$ cat config.mk
export PLATFORM = sky130hd
export DESIGN_NAME = uart_regfile
export DESIGN_NICKNAME = d
export VERILOG_FILES = /design/src/rtl/uart_regfile.sv
export SDC_FILE = /design/constraint.sdc
export NUM_CORES = 1
export LEC_CHECK = 0
export BUFFER_PORTS_ARGS = -buffer_cell sky130_fd_sc_hd__buf_2
export CELL_PAD_IN_SITES_DETAIL_PLACEMENT = 1
export CELL_PAD_IN_SITES_GLOBAL_PLACEMENT = 1
export CORE_MARGIN = 3
export CORE_UTILIZATION = 49
export CTS_CLUSTER_DIAMETER = 150
export DETAILED_ROUTE_END_ITERATION = 10
export PLACE_DENSITY = 0.85
export SLEW_MARGIN = 10
export SYNTH_ARGS = -nofsm -noshare
export SYNTH_HDL_FRONTEND = slang
export SYNTH_SLANG_ARGS = --single-unit
$ cat constraint.sdc
create_clock -name clk -period 1.95 [get_ports clk]
set_clock_uncertainty 0.2 [all_clocks]
set_input_delay 0.2925 -clock clk [delete_from_list [all_inputs] [get_ports clk]]
set_output_delay 0.2925 -clock clk [all_outputs]
set_load 0.02 [all_outputs]
$ cat src/rtl/uart_regfile.sv
module uart_regfile #(
  parameter int AW = 16,
  parameter int DW = 32,
  parameter int BW = 8
) (
  input  logic          clk,
  input  logic          rst_n,
  input  logic [AW-1:0] addr,
  input  logic          wr_en,
  input  logic [DW-1:0] wdata,
  input  logic          rd_en,
  output logic [DW-1:0] rdata,
  output logic          tx_strobe,
  output logic [BW-1:0] tx_byte,
  input  logic          tx_busy,
  input  logic          rx_strobe,
  input  logic [BW-1:0] rx_byte,
  input  logic [2:0]    rx_err,
  input  logic          cts_edge,
  output logic          irq
);
  localparam int NREG = 8;
  localparam int IW   = $clog2(NREG);
  localparam int NGEN = NREG - 3;
  localparam int SW   = 9;
  localparam logic [IW-1:0] I_RX = 0, I_TX = 1, I_ST = 2;
  localparam logic [SW-1:0] CLR_MASK = 9'b1_0101_1111;
  localparam int B_TRDY = 5, B_RRDY = 7;

  logic [IW-1:0] idx;
  logic          unused_addr;
  logic [BW-1:0] rx_q;
  logic [DW-1:0] tx_q;
  logic [DW-1:0] gen_q [NGEN];
  logic [SW-1:0] st_q, st_n, st_set, status;
  logic [DW-1:0] rd_mux;
  logic          rd_rx, rd_st, wr_tx, roe_set, toe_set;

  assign idx         = addr[IW+1:2];
  assign unused_addr = ^{addr[AW-1:IW+2], addr[1:0]};
  assign rd_rx = rd_en && idx == I_RX;
  assign rd_st = rd_en && idx == I_ST;
  assign wr_tx = wr_en && idx == I_TX;

  assign roe_set = rx_strobe && st_q[B_RRDY] && !rd_rx;
  assign toe_set = wr_tx && tx_busy;
  assign st_set[4:0]    = {toe_set, roe_set, {3{rx_strobe}} & rx_err};
  assign st_set[B_TRDY] = 1'b0;
  assign st_set[6]      = cts_edge;
  assign st_set[B_RRDY] = rx_strobe;
  assign st_set[8]      = |st_set[4:0];

  always_comb begin
    st_n = rd_st ? (st_q & ~CLR_MASK) : st_q;
    if (rd_rx) st_n[B_RRDY] = 1'b0;
    st_n = st_n | st_set;
  end

  assign status = st_q | (SW'(!tx_busy) << B_TRDY);
  assign irq    = |(status & gen_q[0][SW-1:0]);

  always_ff @(posedge clk or negedge rst_n)
    if (!rst_n) begin
      st_q      <= '0;
      rx_q      <= '0;
      tx_q      <= '0;
      tx_strobe <= 1'b0;
      tx_byte   <= '0;
      rdata     <= '0;
    end else begin
      st_q      <= st_n;
      tx_strobe <= wr_tx;
      if (rx_strobe) rx_q <= rx_byte;
      if (wr_tx) begin
        tx_q    <= wdata;
        tx_byte <= wdata[BW-1:0];
      end
      if (rd_en) rdata <= rd_mux;
    end

  for (genvar g = 0; g < NGEN; g++) begin : g_gen
    always_ff @(posedge clk or negedge rst_n)
      if (!rst_n) gen_q[g] <= '0;
      else if (wr_en && idx == IW'(g + 3)) gen_q[g] <= wdata;
  end

  always_comb begin
    case (idx)
      I_RX:    rd_mux = DW'(rx_q);
      I_TX:    rd_mux = tx_q;
      I_ST:    rd_mux = DW'(status);
      default: rd_mux = gen_q[idx - 3];
    endcase
  end


  rx_rdy_clear_chk: assert property (@(posedge clk) disable iff (!rst_n)
    (rd_rx && !rx_strobe) |=> !status[B_RRDY]);

  rx_latch_chk: assert property (@(posedge clk) disable iff (!rst_n)
    rx_strobe |=> (status[B_RRDY] && rx_q == $past(rx_byte)));

  tx_pulse_chk: assert property (@(posedge clk) disable iff (!rst_n)
    wr_tx |=> (tx_strobe && tx_byte == $past(wdata[BW-1:0])));

  tx_single_chk: assert property (@(posedge clk) disable iff (!rst_n)
    tx_strobe |-> $past(wr_tx));

  rx_overrun_chk: assert property (@(posedge clk) disable iff (!rst_n)
    (rx_strobe && status[B_RRDY] && !rd_rx) |=> (status[3] && status[8]));

  status_clear_chk: assert property (@(posedge clk) disable iff (!rst_n)
    (rd_st && !rx_strobe && !cts_edge && !wr_tx) |=> ((status & CLR_MASK) == '0));

  ro_write_chk: assert property (@(posedge clk) disable iff (!rst_n)
    (wr_en && idx == I_RX && !rx_strobe) |=> $stable(rx_q));
endmodule

# Yosys cells after proc, flatten, opt, wreduce, memory -nomap -nowiden
# Cells that the tools add are included.
dict set report word_totals {
  regBits 250
  inputBits 66
  output_inout_bits 42
  elab_cells 47
}
dict set report op_classes {
  addsub 1
  magnitude_cmp 1
  eq_ne 7
  n_mux 6
  bitwise 5
  n_reduce_logical 16
}
# cell n
set op_table {}
lappend op_table {{32-bit binary-select mux with 3-bit select} 1}
lappend op_table {{32-bit one-hot mux with 3 select lines} 1}
lappend op_table {{32-bit 2-to-1 mux} 2}
lappend op_table {{33-bit by 4-bit greater-or-equal comparator with 1-bit output, second input constant} 1}
lappend op_table {{32-bit inverter with 33-bit output} 1}
lappend op_table {{3-bit equality test, second input constant} 4}
lappend op_table {{1-bit logical AND} 11}
lappend op_table {{9-bit AND} 1}
lappend op_table {{9-bit 2-to-1 mux} 1}
lappend op_table {{9-bit by 6-bit bitwise OR with 9-bit output} 1}
lappend op_table {{9-bit bitwise OR} 1}
lappend op_table {{9-bit OR reduction} 1}
lappend op_table {{3-bit by 2-bit equality test with 1-bit output, second input constant} 2}
lappend op_table {{5-bit OR reduction} 1}
lappend op_table {{3-bit by 2-bit subtractor with 4-bit output, second input constant} 1}
lappend op_table {{3-bit AND} 1}
lappend op_table {{3-bit by 1-bit equality test with 1-bit output, second input constant} 1}
lappend op_table {{3-bit logical NOT} 1}
lappend op_table {{1-bit logical NOT} 2}
lappend op_table {{1-bit 2-to-1 mux} 1}

# Depth between registers and ports, before layout
# Gate-level depths: netlist of the first run.
dict set report logic_depth {
  depth_word 6
  ltp_mapped 12
  mapped_depth_nobuf 6
}

# Worst setup path after synthesis of the first run
# Ideal clock, no wire load.
dict set report synth_timing {
  path_type {in2reg}
  start {input addr[2]}
  end {register rdata[12]}
  setup_time_ps 127
  arrival_time_ps 2229
  t_required_ps 1623
  path_slack_ps -606
  cell_stages 10
  n_path_buf 5
  path_cell_list {buf_6 > buf_6 > buf_6 > inv_1 > ha_1 > buf_4 > clkbuf_1 > mux4_2 > a221oi_1 > nor2_1}
}
dict set report synth_via {
  elab_chain_len 6
  word_cells_on_any_way 9
  classes_between {add/sub: 1; eq/ne: 2; mux: 4; bitwise: 1; reduce/logical: 1}
}
# item line
set synth_lines {}
lappend synth_lines {{start: declaration} 8} ;# input logic [AW-1:0] addr,
lappend synth_lines {{3-bit by 2-bit subtractor with 4-bit output} 92} ;# default: rd_mux = gen_q[idx - 3];
lappend synth_lines {{32-bit inverter with 33-bit output (implied by the code)} 92}
lappend synth_lines {{32-bit binary-select mux with 3-bit select} 92}
lappend synth_lines {{32-bit 2-to-1 mux (implied by the code) (2 in series)} 92}
lappend synth_lines {{32-bit one-hot mux with 3 select lines *} 88} ;# case (idx)
lappend synth_lines {{end signal: assignment} 78} ;# if (rd_en) rdata <= rd_mux;
lappend synth_lines {{end: declaration} 12} ;# output logic [DW-1:0] rdata,
# Every way passes the cells marked *; elsewhere a longest branch is shown, timed or not. The select of a mux whose other input is x is not followed.
# A chain may end at the register's enable or synchronous reset.

# Worst setup path after layout of the first run
dict set report layout_timing {
  start {register gen_q[132] (netlist bit)}
  end {output irq}
}
dict set report layout_via {
  elab_chain_len 2
}
# item line
set layout_lines {}
lappend layout_lines {{start: declaration} 34} ;# logic [DW-1:0] gen_q [NGEN];
lappend layout_lines {{start signal: indexed assignment} 84} ;# else if (wr_en && idx == IW'(g + 3)) gen_q[g] <= wdata;
lappend layout_lines {{9-bit AND} 60} ;# assign irq = |(status & gen_q[0][SW-1:0]);
lappend layout_lines {{9-bit OR reduction} 60}
lappend layout_lines {{end: declaration} 20} ;# output logic irq
# No other way between the ends.

==> out/results.txt, run 1 <==
Status: finished, violations left
Failing checks: setup timing
Starting Density: 0.506
Root buf cell: clkbuf_16
CP delay by family, top: compound AO/OA/AOI/OAI gates
Die Y: 154 um
Post-synth top area cell: dfrtp_1
Overall Power: 0.0147 W
Mean post-synth cell area: 14.6 sq um
GRT Residual Overflow: 0
Final worst setup slack: -0.268 ns
Period utilization: 1.14
I/O Buffers: 94
Top area cells in the synthesized netlist: dfrtp_1 (56%), mux2_2 (21%), mux4_2 (4.8%)
Critical-path cell list: a22o_1, a221oi_2, nand3_1, buf_6
Yosys reg bits: 241
RD Place Congestion: 0.783
Cell with the most instances after synthesis: dfrtp_1
Crit-path max FO: 2
Tightest Pin Transition: 0.621 ns
Initial antenna violation count: 0
Post-DP HPWL: 19900 um
Peak supply drop: 0.000751 V
Post-layout nets: 979
Reg2reg start: gen_q[80]
Layout Utilization: 0.628
Drt first pass iters: 4
Post-synth cell types: 35
Fin Hold WS: 0.105 ns
Most instantiated cells after synthesis: dfrtp_1 (241), mux2_2 (200), nor2_1 (33)
Area Overhead vs Synth: 24.0%
Share of cells above drive strength 1: 0.511
CTS max path bufs: 3
Die X: 154 um
Global-route wire length before repair: 52300 um
DRC violations left: 0
Total number of vias: 7330
Leak: 5.96 nW
Nature of the critical path endpoint: output pin
Ports: 108
Final setup viols: 2
CTS tree: done
Power Dens Cells: 1100 nW/um^2
Mean routed wirelength per cell: 28.2 um
Synth Flop Type: dfrtp_1
# diodes: 0
Mapped Area: 10800 sq um
Num rows: 53
Syn Inst Count: 740
RSZ-0062 raised after global routing: yes
Reg2reg setup slack: 0.27 ns
Maximum clock rate: 451 MHz
Hold Path Class: input port to asynchronous set/reset pin
Vias in the first global route: 8548
H-tree Lvls: 1
DIE AREA: 23800 sq um
Slowest stage delay, CP: 0.41 ns
Met2 Resource Use GR: 0.495
Share of the synthesized area in the top cell type: 0.559
Critical path required time: 1.46 ns
Post-synthesis sequential area ratio: 0.559
Largest net degree at the start of global routing: 67
Worst path slowest cell: dfrtp_1
Worst-skew pair later-pin latency: 0.52 ns
Slew Viols, Final: 0
Core outline area: 21300 sq um
Synth async-reset ratio: 1.00
Relative slew slack: 0.585
Crit path launch: gen_q[132]
Busiest layer in global routing: met2
Via density: 6.11
CP bufs+invs: 1
Arrival time at the worst endpoint: 1.73 ns
GR Util met3: 0.0495
Number of CTS-inserted buffers: 25
Post-route ant nets: 0
Max-cap violations: 0
Clk sinks: 241
Worst-path clk slew: 0.06 ns
Met1 Usage GRT: 0.347
DR iter-0 viols: 432
Global Route Usage Sum: 0.285
Warnings, synthesis: 0
Final hold vios: 0
Crit start category: flip-flop
Syn_nets: 812
Final Critical Period: 2.22 ns
Detailed Route WL: 33800 um
Critical path class: flip-flop to output pin
Number of synthesized flops with an enable pin: 0
-- area by class of cell --
type	count	area (sq um)
tap	275	344
clock inverter	7	110
clock buffer	38	754
timing repair buffer	197	1620
sequential	241	6030
fill	1962	7920
inverter	5	21.3
multi-input combinational	437	4490
-- cells by family after synthesis --
family                   after synthesis  synth area share
AO/OA/AOI/OAI                        124            0.0974
adder cells (fa/ha/maj)                6           0.00696
buffers and inverters                 63            0.0341
flip-flops                           241             0.559
multiplexers                         241             0.274
AND/OR/NAND/NOR                       65            0.0285
-- path summary, 6_finish.rpt --
path	endpoint	depth (start not counted)
setup / recovery	irq	4
hold / removal	rdata[20]	2
setup reg to reg	rdata[16]	3
hold reg to reg	gen_q[103]	1
max in group asynchronous	gen_q[24]	3
min in group clk	rdata[2]	3
-- through the flow --
step	setup slack [ns]	setup TNS (ns)	instance area [sq um]	std cells
3_5_place_dp	-0.657	-29.17	12000	1104
3_3_place_gp	-0.475	-19.81	12000	1104
4_1_cts	-0.230	-0.254	13300	1199
6_report	-0.268	-0.270	13400	1200
5_1_grt	-0.304	-0.304	13400	1200
2_1_floorplan	-0.190	-4.53	10900	740
-- layout by cell type, fill, tap and decap left out, drive strengths merged, types with 9 or more instances in the layout --
cell type    count
nor2            35
dlygate4sd3     47
a31oi            9
dfrtp          241
a221oi          24
a21bo           23
clkbuf          38
mux4            23
a22o            13
o22ai           31
mux2           200
mux2i           18
buf            150
and2             9
-- worst register-to-register path: stages, from the launching register on --
cell and delay [ns]:
dfrtp_1 0.42, mux4_2 0.52, a221oi_2 0.29, nor2_1 0.12
-- state kept, by name, indices dropped and copies added, names as in the netlist --
register and count:
gen_q 160, rdata 32, tx_q 25, rx_q 8
st_q 8, tx_byte 7, tx_strobe 1
-- power by group --
part | total, W | internal (W) | switching, W
sequential | 0.00676 | 0.00602 | 0.000740
clock | 0.00503 | 0.00305 | 0.00198
combinational | 0.00291 | 0.00150 | 0.00141
total | 0.0147 | 0.0106 | 0.00413
-- layer usage --
| metal | up-vias | wire length (um) | share of wire |
|---|---|---|---|
| li1 | 3094 | - | - |
| met1 | 3852 | 13300 | 0.39 |
| met2 | 270 | 17500 | 0.52 |
| met3 | 114 | 1640 | 0.048 |
| met4 | 0 | 1500 | 0.044 |
| met5 | - | 0 | 0 |
-- what timing repair did --
action                                  4_1_cts  5_1_grt
buffers inserted                              2        1
resized for setup                             4       10
endpoints found under the setup margin        9       11
endpoints found under the hold margin       448        0
pin swaps                                     2        1
hold buffers                                 47        0
cloned                                        1        0
(Power assumes the default switching activity.)
==> run 2: changes to the inputs <==
Settings changed: CORE_UTILIZATION 49 to 45, CTS_CLUSTER_DIAMETER 150 to default, PLACE_DENSITY 0.85 to 0.83.
Clock period 1.95 ns to 1.9 ns, I/O delays scaled along.
==> out/results.txt, run 2 (synthesized netlist as in run 1, its figures left out) <==
Period utilization: 1.11
RD Place Congestion: 0.720 (was 0.783)
Largest net degree at the start of global routing: 57 (was 67)
Core outline area: 23500 sq um (was 21300 sq um)
DP Cell Count: 1154 (was 1104)
Largest regs: gen_q x160, rdata x32, tx_q x25 (unchanged)
Clk sinks: 241 (unchanged)
Critical path required time: 1.41 ns (was 1.46 ns)
Worst-path clk slew: 0.06 ns (about the same)
WHS Endpoint: st_q[7]
DR iter-0 viols: 597 (was 432)
Final Critical Period: 2.11 ns
Root buf cell: clkbuf_16 (unchanged)
Global Route Usage Sum: 0.256 (was 0.285)
Final setup viols: 1 (was 2)
Status: finished, violations left (unchanged)
Most flop-heavy register: gen_q (unchanged)
Die X: 161 um (was 154 um)
CTS tree: done (unchanged)
Final setup TNS: -0.214 ns (was -0.270 ns)
Leading cell type in the layout, fill and taps excluded: dfrtp_1 (unchanged)
Commonest non-fill, non-tap cells in the layout: dfrtp_1 (241), mux2_2 (200), buf_2 (92) (unchanged)
Min-delay src: rx_strobe
Area Overhead vs Synth: 26.2% (was 24.0%)
Slew Viols, Final: 0 (unchanged)
Total number of vias: 7359 (was 7330)
H-tree Lvls: 1 (unchanged)
Reg2reg start: gen_q[63] (was gen_q[80])
Ports: 108 (unchanged)
Maximum clock rate: 473 MHz
Drt first pass iters: 5 (was 4)
Die Y: 161 um (was 154 um)
Max-cap violations: 0 (unchanged)
# diodes: 0 (unchanged)
Number of CTS-inserted buffers: 26 (was 25)
Initial antenna violation count: 0 (unchanged)
Crit-path max FO: 2 (unchanged)
Share of cells above drive strength 1: 0.526 (was 0.511)
DIE AREA: 25900 sq um (was 23800 sq um)
Arrival time at the worst endpoint: 1.63 ns (was 1.73 ns)
Power Dens Cells: 1130 nW/um^2 (was 1100 nW/um^2)
Overall Power: 0.0154 W (was 0.0147 W)
GRT Residual Overflow: 0 (unchanged)
Via density: 5.83 (was 6.11)
FF-to-FF End: rdata[31] (was rdata[16])
Worst-skew pair later-pin latency: 0.53 ns (was 0.52 ns)
RSZ-0062 raised after global routing: yes (unchanged)
Global-route wire length before repair: 51700 um (was 52300 um)
I/O Buffers: 94 (unchanged)
Mean routed wirelength per cell: 26.6 um (was 28.2 um)
Tightest Pin Transition: 0.559 ns (was 0.621 ns)
Num rows: 56 (was 53)
Detailed Route WL: 33600 um (was 33800 um)
Post-route ant nets: 0 (unchanged)
Hold depth: 2
Starting Density: 0.458 (was 0.506)
Final hold vios: 0 (unchanged)
Relative slew slack: 0.626 (was 0.585)
Final worst setup slack: -0.214 ns (was -0.268 ns)
Post-DP HPWL: 19200 um (was 19900 um)
Failing checks: setup timing (unchanged)
Critical path class: flip-flop to output pin (unchanged)
Reg2Reg Depth: 3 (unchanged)
Reg2reg setup slack: 0.30 ns (was 0.27 ns)
DRC violations left: 0 (unchanged)
Max reg flops: 160 (unchanged)
Hold Path Class: input port to flip-flop (was input port to asynchronous set/reset pin)
Crit start category: flip-flop (unchanged)
Peak supply drop: 0.000555 V (was 0.000751 V)
Vias in the first global route: 8552 (was 8548)
Leak: 6.05 nW (was 5.96 nW)
Final Non-Filler Cells: 1262 (was 1200)
Nature of the critical path endpoint: output pin (unchanged)
Post-layout nets: 995 (was 979)
CTS max path bufs: 3 (unchanged)
[run 2: cell count changes in the layout (fill, tap and decap cells not counted), moves of 2 or more]
| cell | before | now |
|---|---|---|
| buf_4 | 35 | 53 |
| ha_1 | 5 | 2 |
| buf_12 | 18 | 16 |
| clkbuf_16 | 25 | 27 |
| ha_2 | 0 | 2 |
[run 2: what timing repair did]
item,in CTS,in global routing
hold buffers,46,0
pin swaps,3,3
hold endpoints to repair,447,0
buffers inserted,5,8
gates cloned,1,0
resized for setup,13,4
endpoints found under the setup margin,29,7
[run 2: report_power, final]
part,internal (W),switching (W)
logic,0.00157,0.00143
registers,0.00618,0.000727
clock network,0.00341,0.00210
[run 2: area by class of cell]
cell class | instances | area, sq um
Fill cell | 2277 | 9930
Timing Repair Buffer | 212 | 1700
Sequential cell | 241 | 6030
Clock buffer | 38 | 787
Tap cell | 319 | 399
Clock inverter | 10 | 154
Multi-Input combinational cell | 437 | 4520
Inverter | 5 | 25.0
[run 2: worst max-delay path by stage]
stage               start   endpoint  slack (ns)  depth (start not counted)
2_1_floorplan     addr[2]  rdata[12]       -0.23                         10
3_3_place_gp      addr[2]  rdata[31]       -0.57                          7
3_5_place_dp      addr[2]  rdata[31]       -0.73                          7
4_1_cts        gen_q[132]        irq       -0.26                          4
5_1_grt           st_q[4]        irq       -0.26                          4
6_report          st_q[4]        irq       -0.21                          4
[run 2: worst max-delay path, cell delays in order, from the launching register on]
cell      delay, ns
dfrtp_1        0.39
a22o_1         0.24
a221oi_2       0.17
nand3_1        0.14
buf_6          0.17
[run 2: through the flow]
stage	instance area [sq um]	worst slack, ns	hold slack, ns	util
floorplan	10900	-0.233	-0.211	-
global placement	12000	-0.572	0.0559	0.510
detailed placement	12000	-0.726	0.0593	0.510
CTS	13500	-0.257	0.0129	0.574
global route	13600	-0.262	0.0284	0.578
finish	13600	-0.214	0.0437	0.578
[run 2: routing by layer]
metal	up-vias	GRT usage	wire length [um]
met2	242	0.456	17700
li1	3136	-	-
met3	70	0.0361	1490
met1	3911	0.323	13400
met4	0	0.0868	899
met5	-	0	0
